<file path="src/rtl/statflag_pkg.sv">
package statflag_pkg;
  localparam int DATA_W = 16;
  localparam int BYTE_W = 8;

  localparam int CF_BIT = 0;
  localparam int PF_BIT = 2;
  localparam int ZF_BIT = 6;
  localparam int SF_BIT = 7;
  localparam int TF_BIT = 8;
  localparam int IF_BIT = 9;
  localparam int DF_BIT = 10;
  localparam int OF_BIT = 11;

  localparam logic [15:0] FLAG_MASK = (16'h1 << CF_BIT) | (16'h1 << PF_BIT) |
                                      (16'h1 << ZF_BIT) | (16'h1 << SF_BIT) |
                                      (16'h1 << TF_BIT) | (16'h1 << IF_BIT) |
                                      (16'h1 << DF_BIT) | (16'h1 << OF_BIT);

  typedef enum logic [2:0] {
    OP_ADD   = 3'd0,
    OP_ADC   = 3'd1,
    OP_SUB   = 3'd2,
    OP_SBB   = 3'd3,
    OP_CMP   = 3'd4,
    OP_LOGIC = 3'd5,
    OP_SHIFT = 3'd6,
    OP_NONE  = 3'd7
  } flagOp_e;

  typedef enum logic [2:0] {
    CC_EQ = 3'd0,
    CC_NE = 3'd1,
    CC_B  = 3'd2,
    CC_NB = 3'd3,
    CC_A  = 3'd4,
    CC_NA = 3'd5,
    CC_LT = 3'd6,
    CC_GE = 3'd7
  } cond_e;

  typedef struct packed {
    logic updStatus;  // capture ZF/SF/PF/CF/OF
    logic loadCarry;  // CF from ALU, else cleared
    logic calcOvf;    // OF from sign rule, else cleared
    logic subMode;    // use subtract overflow rule
    logic dfWr;
    logic dfVal;
    logic ifWr;
    logic ifVal;
  } flagStrobe_t;
endpackage

</file>
<file path="src/rtl/flag_ctrl.sv">
module flag_ctrl
  import statflag_pkg::*;
(
  input  logic        opValid,
  input  logic [2:0]  opSel,
  input  logic        setDir,
  input  logic        clrDir,
  input  logic        setIntEn,
  input  logic        clrIntEn,
  output flagStrobe_t strobe
);
  always_comb begin
    strobe = '0;
    if (opValid) begin
      case (opSel)
        OP_ADD, OP_ADC: begin
          strobe.updStatus = 1'b1;
          strobe.loadCarry = 1'b1;
          strobe.calcOvf   = 1'b1;
        end
        OP_SUB, OP_SBB, OP_CMP: begin
          strobe.updStatus = 1'b1;
          strobe.loadCarry = 1'b1;
          strobe.calcOvf   = 1'b1;
          strobe.subMode   = 1'b1;
        end
        OP_LOGIC: strobe.updStatus = 1'b1;
        OP_SHIFT: begin
          strobe.updStatus = 1'b1;
          strobe.loadCarry = 1'b1;
        end
        default: strobe.updStatus = 1'b0;
      endcase
    end
    // Set has priority over clear when both arrive together.
    strobe.dfWr  = setDir | clrDir;
    strobe.dfVal = setDir;
    strobe.ifWr  = setIntEn | clrIntEn;
    strobe.ifVal = setIntEn;
  end
endmodule

</file>
<file path="src/rtl/flag_datapath.sv">
module flag_datapath
  import statflag_pkg::*;
#(
  parameter int W = DATA_W
) (
  input  logic         clk,
  input  logic         rstN,
  input  flagStrobe_t  strobe,
  input  logic         wide,
  input  logic [W-1:0] opA,
  input  logic [W-1:0] opB,
  input  logic [W-1:0] aluResult,
  input  logic         aluCarry,
  input  logic [2:0]   condSel,
  output logic [15:0]  flagWord,
  output logic         takeBranch
);
  localparam logic [W-1:0] BYTE_MASK = W'({BYTE_W{1'b1}});
  localparam logic [W-1:0] WORD_SIGN = W'(1) << (W - 1);
  localparam logic [W-1:0] BYTE_SIGN = W'(1) << (BYTE_W - 1);

  logic [W-1:0] widthMask, signMask;
  logic zeroNow, parityNow, resSign, aSign, bSign, addOvf, subOvf, ovfNow;
  logic cfQ, pfQ, zfQ, sfQ, ofQ, dfQ, ifQ;

  assign widthMask = wide ? '1 : BYTE_MASK;
  assign signMask  = wide ? WORD_SIGN : BYTE_SIGN;

  assign zeroNow   = (aluResult & widthMask) == '0;
  assign parityNow = ~^aluResult[BYTE_W-1:0];
  assign resSign   = |(aluResult & signMask);
  assign aSign     = |(opA & signMask);
  assign bSign     = |(opB & signMask);
  assign addOvf    = (aSign == bSign) && (resSign != aSign);
  assign subOvf    = (aSign != bSign) && (resSign != aSign);
  assign ovfNow    = strobe.subMode ? subOvf : addOvf;

  always_ff @(posedge clk or negedge rstN) begin
    if (!rstN) begin
      {cfQ, pfQ, zfQ, sfQ, ofQ} <= '0;
    end else if (strobe.updStatus) begin
      zfQ <= zeroNow;
      sfQ <= resSign;
      pfQ <= parityNow;
      cfQ <= strobe.loadCarry & aluCarry;
      ofQ <= strobe.calcOvf & ovfNow;
    end
  end

  always_ff @(posedge clk or negedge rstN) begin
    if (!rstN) begin
      dfQ <= 1'b0;
      ifQ <= 1'b0;
    end else begin
      if (strobe.dfWr) dfQ <= strobe.dfVal;
      if (strobe.ifWr) ifQ <= strobe.ifVal;
    end
  end

  always_comb begin
    flagWord         = '0;
    flagWord[CF_BIT] = cfQ;
    flagWord[PF_BIT] = pfQ;
    flagWord[ZF_BIT] = zfQ;
    flagWord[SF_BIT] = sfQ;
    flagWord[IF_BIT] = ifQ;
    flagWord[DF_BIT] = dfQ;
    flagWord[OF_BIT] = ofQ;
  end

  always_comb begin
    case (condSel)
      CC_EQ:   takeBranch = zfQ;
      CC_NE:   takeBranch = !zfQ;
      CC_B:    takeBranch = cfQ;
      CC_NB:   takeBranch = !cfQ;
      CC_A:    takeBranch = !cfQ && !zfQ;
      CC_NA:   takeBranch = cfQ || zfQ;
      CC_LT:   takeBranch = sfQ ^ ofQ;
      default: takeBranch = !(sfQ ^ ofQ);
    endcase
  end
endmodule

</file>
<file path="src/rtl/status_flag_unit.sv">
module status_flag_unit
  import statflag_pkg::*;
(
  input  logic              clk,
  input  logic              rstN,
  input  logic              opValid,
  input  logic [2:0]        opSel,
  input  logic              wide,
  input  logic [DATA_W-1:0] opA,
  input  logic [DATA_W-1:0] opB,
  input  logic [DATA_W-1:0] aluResult,
  input  logic              aluCarry,
  input  logic              setDir,
  input  logic              clrDir,
  input  logic              setIntEn,
  input  logic              clrIntEn,
  input  logic [2:0]        condSel,
  output logic [15:0]       flagWord,
  output logic              takeBranch
);
  flagStrobe_t strobe;

  flag_ctrl u_ctrl (
    .opValid (opValid),
    .opSel   (opSel),
    .setDir  (setDir),
    .clrDir  (clrDir),
    .setIntEn(setIntEn),
    .clrIntEn(clrIntEn),
    .strobe  (strobe)
  );

  flag_datapath #(.W(DATA_W)) u_dp (
    .clk       (clk),
    .rstN      (rstN),
    .strobe    (strobe),
    .wide      (wide),
    .opA       (opA),
    .opB       (opB),
    .aluResult (aluResult),
    .aluCarry  (aluCarry),
    .condSel   (condSel),
    .flagWord  (flagWord),
    .takeBranch(takeBranch)
  );
endmodule

</file>
<file path="config.mk">
export PLATFORM = sky130hd
export DESIGN_NAME = status_flag_unit
export DESIGN_NICKNAME = d
export VERILOG_FILES = /design/src/rtl/statflag_pkg.sv /design/src/rtl/flag_ctrl.sv /design/src/rtl/flag_datapath.sv /design/src/rtl/status_flag_unit.sv
export SDC_FILE = /design/constraint.sdc
export NUM_CORES = 1
export LEC_CHECK = 0
export BUFFER_PORTS_ARGS = -buffer_cell sky130_fd_sc_hd__buf_2
export CAP_MARGIN = 0
export CORE_MARGIN = 5
export CORE_UTILIZATION = 30
export DETAILED_ROUTE_END_ITERATION = 7
export PLACE_DENSITY = 0.71
export RECOVER_POWER = 100
export SYNTH_ARGS = -nofsm -noshare
export SYNTH_HDL_FRONTEND = slang
export SYNTH_SLANG_ARGS = --single-unit
</file>
<file path="constraint.sdc">
create_clock -name clk -period 1.45 [get_ports clk]
set_clock_uncertainty 0.05 [all_clocks]
set_input_delay 0.0725 -clock clk [delete_from_list [all_inputs] [get_ports clk]]
set_output_delay 0.0725 -clock clk [all_outputs]
set_load 0.02 [all_outputs]
</file>
==> results.txt, run 1 <==
Core area = 0.00219 mm2
Crit path DAT = 1.34 ns
Ys Warns = 0
Clk network pwr share = 25.4%
# DRC = 0
Maximum VDD drop = 0.320 mV
Int Pwr = 0.441 mW
Post-synthesis register bit count = 7
Fraction of the yosys area taken by sequential cells = 25.6%
First-pass GRT wire length = 2570 um
Initial antenna violation count = 0
Fin Hold WS = 0.0194 ns
Clock transition at path regs = 0.05 ns
Total Power = 0.676 mW
Gate Count Post-Synth = 80
Reg power frac = 34.9%
Placed insts = 142
Post-synth top area share = 25.6%
Failing checks = setup timing
CP Launch Type = flop
Worst EP required = 1.33 ns
Vias in the first global route = 665
Area delta synth->final = 33.5%
Max Cap Violations = 0
Critical path endpoint category = output port
Leakage = 0.501 nW
Fraction of layout cells with a size suffix above 1 = 35.5%
Most frequent cells in the layout = buf_2, inv_1, nand2_1, conb_1, clkbuf_1
Reg2reg start = u_dp.zfQ$_DFFE_PN0P_
Most area-hungry cell type in the Yosys netlist = dfrtp_1
Final hold viol count = 0
Total GRT Usage = 9.67%
CTS tree = yes
Most common library cell in the layout ignoring fill and taps = buf_2
Logic gate share of total power = 39.7%
Clock latency on the worst-skew pair = 0.25 ns
Pwr per Cell Area = 740 mW/mm2
GPL Wtd Cong = 0.690
Share of flip-flops with an asynchronous set or reset = 100%
Mapped Area = 684 um2
Initial Util = 31.2%
Top FF cell, synth = dfrtp_1
Total CTS buffers = 3
Post-synth EDFFs = 0
# fillers = 235
Top post-synthesis cells by area = dfrtp_1, buf_4, xnor2_1
WL/cell = 10.2 um
IO Count = 80
DR vias/cell = 4.20
Core Util, Final = 41.7%
Rows = 17
Tcrit/Tclk final = 101%
Clock buffer depth = 2
Hold path start = aluCarry
Min cycle time layout = 1.47 ns
Net Switching = 0.234 mW
Die Y = 57.8 um
Fmax = 682 MHz
Final antenna diode count = 0
Crit. Startpoint = u_dp.zfQ$_DFFE_PN0P_
Critical path fanouts, max = 3
Sink Count = 7
Die width = 57.8 um
Syn_area_per_cell = 8.56 um2
R2R setup slack = 0.59 ns
Hold Crit Class = primary input to flop
Yosys cell types = 23
Largest net degree at the start of global routing = 9
Final WS setup = -0.0162 ns
Fin cells = 152
Nets = 192
Vias = 639
ANT nets after route = 0
Outcome = finished, violations left
DRT iter0 DRCs = 16
Switching Fraction = 34.7%
CP Class = flop to output port
Final setup vio count = 1
Total grt overflow = 0
RSZ-0062 raised after global routing = yes
Post-DP HPWL = 1390 um
WL final = 1550 um
Port bufs = 42
DIE AREA = 0.00334 mm2
Root buffer cell = clkbuf_4
First-pass DRT Iterations = 2
Final Max Tran Viols = 0
CTS H-Tree Depth = 1
-- metrics by stage --
| stage | setup slack, ns | setup TNS (ns) | instance area [um2] |
|---|---|---|---|
| floorplan | 0.194 | 0 | 714 |
| global placement | 0.226 | 0 | 840 |
| detailed placement | 0.176 | 0 | 840 |
| CTS | -0.0238 | -0.0238 | 926 |
| global route | -0.119 | -0.119 | 913 |
| finish | -0.0162 | -0.0162 | 913 |
-- final timing paths --
kind	cells past startpoint	end
min in group asynchronous	2	u_dp.sfQ$_DFFE_PN0P_
worst max register to register	2	u_dp.zfQ$_DFFE_PN0P_
max in group asynchronous	2	u_dp.ifQ$_DFFE_PN0P_
worst min register to register	1	u_dp.dfQ$_DFFE_PN0P_
worst max-delay path	5	takeBranch
worst min-delay path	3	u_dp.cfQ$_DFFE_PN0P_
-- Yosys cell counts, types with 2 or more instances --
master   instances
buf_4           16
inv_1           10
nand2_1          9
dfrtp_1          7
xnor2_1          6
ha_1             4
xor2_1           4
a21o_1           3
mux2i_1          3
o21ai_0          3
a21oi_1          2
nand3_1          2
-- power by group through the flow --
| stage | combinational, mW | clock (mW) | sequential (mW) |
|---|---|---|---|
| final | 0.268 | 0.172 | 0.236 |
| after global routing | 0.300 | 0.189 | 0.239 |
| after CTS | 0.281 | 0.178 | 0.236 |
| after detailed placement | 0.258 | 0 | 0.240 |
| after global placement | 0.253 | 0 | 0.238 |
| after floorplan | 0.207 | 0 | 0.236 |
-- repair_timing --
item,in CTS,in global routing
hold endpoints to repair,9,0
endpoints found under the setup margin,1,1
gates cloned,0,0
hold buffers,3,0
pin swaps,3,0
gates resized for setup,2,0
setup buffers,3,0
-- sequential cells by signal, summed over array words and instances, names as in the netlist --
| signal | cells |
|---|---|
| u_dp.cfQ | 1 |
| u_dp.dfQ | 1 |
| u_dp.pfQ | 1 |
| u_dp.ofQ | 1 |
| u_dp.sfQ | 1 |
| u_dp.ifQ | 1 |
| u_dp.zfQ | 1 |
-- layer usage --
metal	vias to the layer above	share of wire (%)	GRT usage, %
met2	29	53	18.2
met4	0	0.71	3.97
met3	2	11	3.12
li1	326	-	-
met5	-	0	0
met1	282	35	9.63
-- cell families after synthesis --
logic type      count (synthesis)  synth area share [%]
simple gates                   17                  14.4
flops                           7                  25.6
compound gates                 12                  11.9
xor+xnor                       10                  12.8
buf+inv                        26                  23.0
fa+ha+maj                       4                  7.31
other cells                     1                 0.548
mux                             3                  4.39
-- critical path, cell delays in order (launching register included) --
cell and delay, ns:
dfrtp_1 0.40, nor3_2 0.17, a21oi_1 0.06, a21oi_1 0.15, xor2_1 0.16, buf_4 0.16
-- area by class of cell --
cell class	count	area, um2	share of cell area [%]
multi-input cells	55	387	42.3
repair buffers	48	253	27.7
flip-flops and latches	7	175	19.2
inverters	10	37.5	4.11
well taps	28	35.0	3.84
clock buffers	4	26.3	2.88
No activity file was read; power rests on OpenSTA's default activity.
==> inputs of run 2 (changes only) <==
--- a/config.mk
+++ b/config.mk
@@ -11,7 +11,6 @@
 export CORE_UTILIZATION = 30
 export DETAILED_ROUTE_END_ITERATION = 7
 export PLACE_DENSITY = 0.71
-export RECOVER_POWER = 100
 export SYNTH_ARGS = -nofsm -noshare
 export SYNTH_HDL_FRONTEND = slang
 export SYNTH_SLANG_ARGS = --single-unit
==> results.txt, run 2 (synthesized netlist as in run 1, its figures left out) <==
Outcome = finished, violations left
Failing checks = setup timing
Reg2reg start = u_dp.zfQ$_DFFE_PN0P_
Initial Util = 31.2%
Fin cells = 152
Cell Chain, Critical Path = nor3_2 -> a21oi_1 -> a21oi_1 -> xor2_1 -> buf_4
Final antenna diode count = 0
RSZ-0062 raised after global routing = yes
WP buf/inv = 1
Tcrit/Tclk final = 101%
DRT iter0 DRCs = 13
ANT nets after route = 0
Pwr per Cell Area = 739 mW/mm2
Hold path start = aluCarry
Final hold viol count = 0
# DRC = 0
CTS tree = yes
Post-DP HPWL = 1390 um
Nets = 192
Fmax = 682 MHz
WL/cell = 10.1 um
IO Count = 80
Vias in the first global route = 665
Final WS setup = -0.0161 ns
Max Cap Violations = 0
Final setup vio count = 1
Fraction of layout cells with a size suffix above 1 = 41.9%
GPL Wtd Cong = 0.690
WL final = 1540 um
Root buffer cell = clkbuf_4
Crit path DAT = 1.34 ns
Core area = 0.00219 mm2
Setup_tns = -0.0161 ns
Worst EP required = 1.33 ns
Clock latency on the worst-skew pair = 0.25 ns
Total Power = 0.684 mW
CP Launch Type = flop
Delay-heaviest family, CP = flip-flops
Maximum VDD drop = 0.323 mV
Most common library cell in the layout ignoring fill and taps = buf_2
Total CTS buffers = 3
Sink Count = 7
Hold Crit Class = primary input to flop
Largest net degree at the start of global routing = 9
Cell with the largest stage delay on the worst path = dfrtp_1
Core Util, Final = 42.3%
Initial antenna violation count = 0
Clock transition at path regs = 0.05 ns
Critical path endpoint category = output port
Vias = 636
First-pass DRT Iterations = 2
DIE AREA = 0.00334 mm2
Die width = 57.8 um
Most frequent cells in the layout = buf_2, inv_1, nand2_1, conb_1, dfrtp_1
Min cycle time layout = 1.47 ns
Place WS = 0.176 ns
Port bufs = 42
Rows = 17
Area delta synth->final = 35.3%
Clock buffer depth = 2
First-pass GRT wire length = 2570 um
Leakage = 0.527 nW
CTS H-Tree Depth = 1
Placed insts = 142
Total grt overflow = 0
Total GRT Usage = 9.67%
Crit. Startpoint = u_dp.zfQ$_DFFE_PN0P_
Top cell by count, worst path = a21oi_1
Final Max Tran Viols = 0
CP Class = flop to output port
DR vias/cell = 4.18
Critical path fanouts, max = 3
Die Y = 57.8 um
CP peak stage delay = 0.40 ns
==> run 2: cell count changes in the layout (fill, tap and decap cells not counted) <==
cell      before  now
buf_4          3    4
buf_2         34   41
clkbuf_1       9    1
==> run 2: repair_timing <==
item,4_1_cts,5_1_grt
gates cloned,0,0
pin swaps,3,0
gates resized for setup,2,0
setup buffers,3,0
hold endpoints to repair,9,0
endpoints found under the setup margin,1,1
hold buffers,3,0
==> run 2: metal layers <==
| layer | global-route usage (%) | share of wire [%] | up-vias |
|---|---|---|---|
| li1 | - | - | 325 |
| met1 | 9.63 | 35 | 280 |
| met2 | 18.2 | 54 | 29 |
| met3 | 3.12 | 11 | 2 |
| met4 | 3.97 | 0.71 | 0 |
| met5 | 0 | 0 | - |
==> run 2: final timing paths <==
check | to | cells past startpoint | slack, ns
worst max-delay path | takeBranch | 5 | -0.02
worst min-delay path | u_dp.cfQ$_DFFE_PN0P_ | 3 | 0.02
worst max register to register | u_dp.zfQ$_DFFE_PN0P_ | 2 | 0.59
worst min register to register | u_dp.dfQ$_DFFE_PN0P_ | 1 | 0.42
max in group asynchronous | u_dp.ifQ$_DFFE_PN0P_ | 2 | 1.07
min in group asynchronous | u_dp.sfQ$_DFFE_PN0P_ | 2 | 0.13
==> run 2: worst reg2reg max path, cell delays in order, from the launching register on <==
cell	delay (ns)
dfrtp_1	0.40
buf_4	0.15
a21o_1	0.15
==> run 2: power by group <==
part           switching, mW  total [mW]  internal, mW
Clock                 0.0671       0.172         0.105
Sequential            0.0157       0.235         0.219
Combinational          0.150       0.277         0.127
Total                  0.233       0.684         0.451
==> run 2: through the flow <==
step / hold slack [ns] / area [um2]
3_5_place_dp: -0.137 / 840
6_report: 0.0195 / 926
3_3_place_gp: -0.144 / 840
4_1_cts: 0.0216 / 926
2_1_floorplan: -0.273 / 714
5_1_grt: 0.0325 / 926
==> run 2: layout make-up <==
| type | instances | area (um2) |
|---|---|---|
| multi-input combinational | 55 | 387 |
| inverter | 10 | 37.5 |
| fill | 228 | 1260 |
| timing repair buffer | 48 | 265 |
| clock buffer | 4 | 26.3 |
| sequential | 7 | 175 |
| tap | 28 | 35.0 |
==> inputs of run 3 (changes only) <==
--- a/config.mk
+++ b/config.mk
@@ -8,9 +8,9 @@
 export BUFFER_PORTS_ARGS = -buffer_cell sky130_fd_sc_hd__buf_2
 export CAP_MARGIN = 0
 export CORE_MARGIN = 5
-export CORE_UTILIZATION = 30
+export CORE_UTILIZATION = 35
 export DETAILED_ROUTE_END_ITERATION = 7
-export PLACE_DENSITY = 0.71
+export PLACE_DENSITY = 0.81
 export SYNTH_ARGS = -nofsm -noshare
 export SYNTH_HDL_FRONTEND = slang
 export SYNTH_SLANG_ARGS = --single-unit
==> results.txt, run 3 (synthesized netlist as in run 1, its figures left out) <==
Total Power = 0.681 mW
Total grt overflow = 0
GPL Wtd Cong = 0.696
CTS tree = yes
Die width = 54.2 um
Placed insts = 141
Critical path fanouts, max = 4
Crit path DAT = 1.34 ns
Clock transition at path regs = 0.05 ns
# DRC = 0
Hold Crit Class = primary input to flop
Total GRT Usage = 10.5%
Min cycle time layout = 1.46 ns
Final setup vio count = 1
Tcrit/Tclk final = 101%
WL/cell = 10.5 um
Final Max Tran Viols = 0
Reg-to-reg endpoint = u_dp.zfQ$_DFFE_PN0P_
Fmax = 684 MHz
Rows = 16
Largest net degree at the start of global routing = 9
R2R setup slack = 0.60 ns
# fillers = 195
Pwr per Cell Area = 741 mW/mm2
Reg2reg start = u_dp.zfQ$_DFFE_PN0P_
Leakage = 0.525 nW
Crit. Startpoint = u_dp.zfQ$_DFFE_PN0P_
Worst EP required = 1.33 ns
Initial Util = 35.6%
Initial antenna violation count = 0
DR vias/cell = 4.20
Vias = 634
CP Launch Type = flop
ANT nets after route = 0
Max Cap Violations = 0
WL final = 1580 um
Outcome = finished, violations left
Root buffer cell = clkbuf_4
RSZ-0062 raised after global routing = yes
Area delta synth->final = 34.4%
Reg2Reg Depth = 2
DRT iter0 DRCs = 3
Total CTS buffers = 3
Fin cells = 151
Die Y = 54.2 um
CP Class = flop to output port
Final antenna diode count = 0
Core area = 0.00192 mm2
Most common library cell in the layout ignoring fill and taps = buf_2
Clock latency on the worst-skew pair = 0.24 ns
Clock buffer depth = 2
Critical path endpoint category = output port
Nets = 192
DIE AREA = 0.00294 mm2
Final hold viol count = 0
Post-DP HPWL = 1380 um
IO Count = 80
Most frequent cells in the layout = buf_2, inv_1, nand2_1, conb_1, dfrtp_1
Vias in the first global route = 603
CP Capture Point = takeBranch
Failing checks = setup timing
CTS H-Tree Depth = 1
Final WS setup = -0.0110 ns
First-pass DRT Iterations = 3
Setup_tns = -0.0110 ns
Fraction of layout cells with a size suffix above 1 = 41.1%
Sink Count = 7
First-pass GRT wire length = 2310 um
Port bufs = 42
Maximum VDD drop = 0.299 mV
==> run 3: cell counts in the layout (fill, tap and decap cells not counted) <==
No cell type changed its count.
==> run 3: what timing repair did <==
action | in CTS | in global routing
endpoints found under the setup margin | 1 | 1
hold buffers | 3 | 0
hold endpoints to repair | 9 | 0
resized for setup | 1 | 0
pin swaps | 2 | 0
buffers inserted | 3 | 0
==> run 3: worst min path at each step <==
| stage | start | to | slack (ns) | cells past startpoint |
|---|---|---|---|---|
| after floorplan | rstN | u_dp.cfQ$_DFFE_PN0P_ | -0.27 | 0 |
| final | aluCarry | u_dp.cfQ$_DFFE_PN0P_ | 0.03 | 3 |
| after global routing | aluCarry | u_dp.cfQ$_DFFE_PN0P_ | 0.04 | 3 |
| after detailed placement | rstN | u_dp.ofQ$_DFFE_PN0P_ | -0.14 | 1 |
| after CTS | aluCarry | u_dp.cfQ$_DFFE_PN0P_ | 0.03 | 3 |
| after global placement | rstN | u_dp.dfQ$_DFFE_PN0P_ | -0.14 | 1 |
==> run 3: metrics by stage <==
step / instance area [um2] / hold WS [ns] / setup slack [ns] / util (%)
finish: 920 / 0.0252 / -0.0110 / 47.9
global route: 920 / 0.0357 / -0.0735 / 47.9
CTS: 920 / 0.0256 / -0.000772 / 47.9
detailed placement: 838 / -0.140 / 0.213 / 43.6
global placement: 838 / -0.145 / 0.233 / 43.6
floorplan: 714 / -0.273 / 0.194 / -
==> run 3: area by class of cell <==
type / instances / area [um2] / area share [%]
Tap cell: 27 / 33.8 / 3.67
Clock buffer: 4 / 26.3 / 2.86
Sequential cell: 7 / 175 / 19.0
Timing Repair Buffer: 48 / 265 / 28.8
Multi-Input combinational cell: 55 / 382 / 41.5
Inverter: 10 / 37.5 / 4.08
==> run 3: per-layer routing <==
layer / track usage, % / up-vias / wire, um
li1: - / 326 / -
met1: 10.6 / 280 / 540
met3: 2.45 / 0 / 155
met2: 21.1 / 28 / 887
met5: 0 / - / 0
met4: 2.49 / 0 / 0
==> run 3: worst max-delay path, stage by stage, from the launching register on <==
cell	delay (ns)
dfrtp_1	0.40
nor2b_1	0.14
a211oi_1	0.18
a21oi_1	0.08
xor2_1	0.14
buf_4	0.16
==> run 3: power by group <==
part	switching, mW	total, mW	internal, mW
Combinational	0.153	0.280	0.127
Sequential	0.0151	0.235	0.220
Clock	0.0623	0.167	0.104
Total	0.231	0.681	0.451
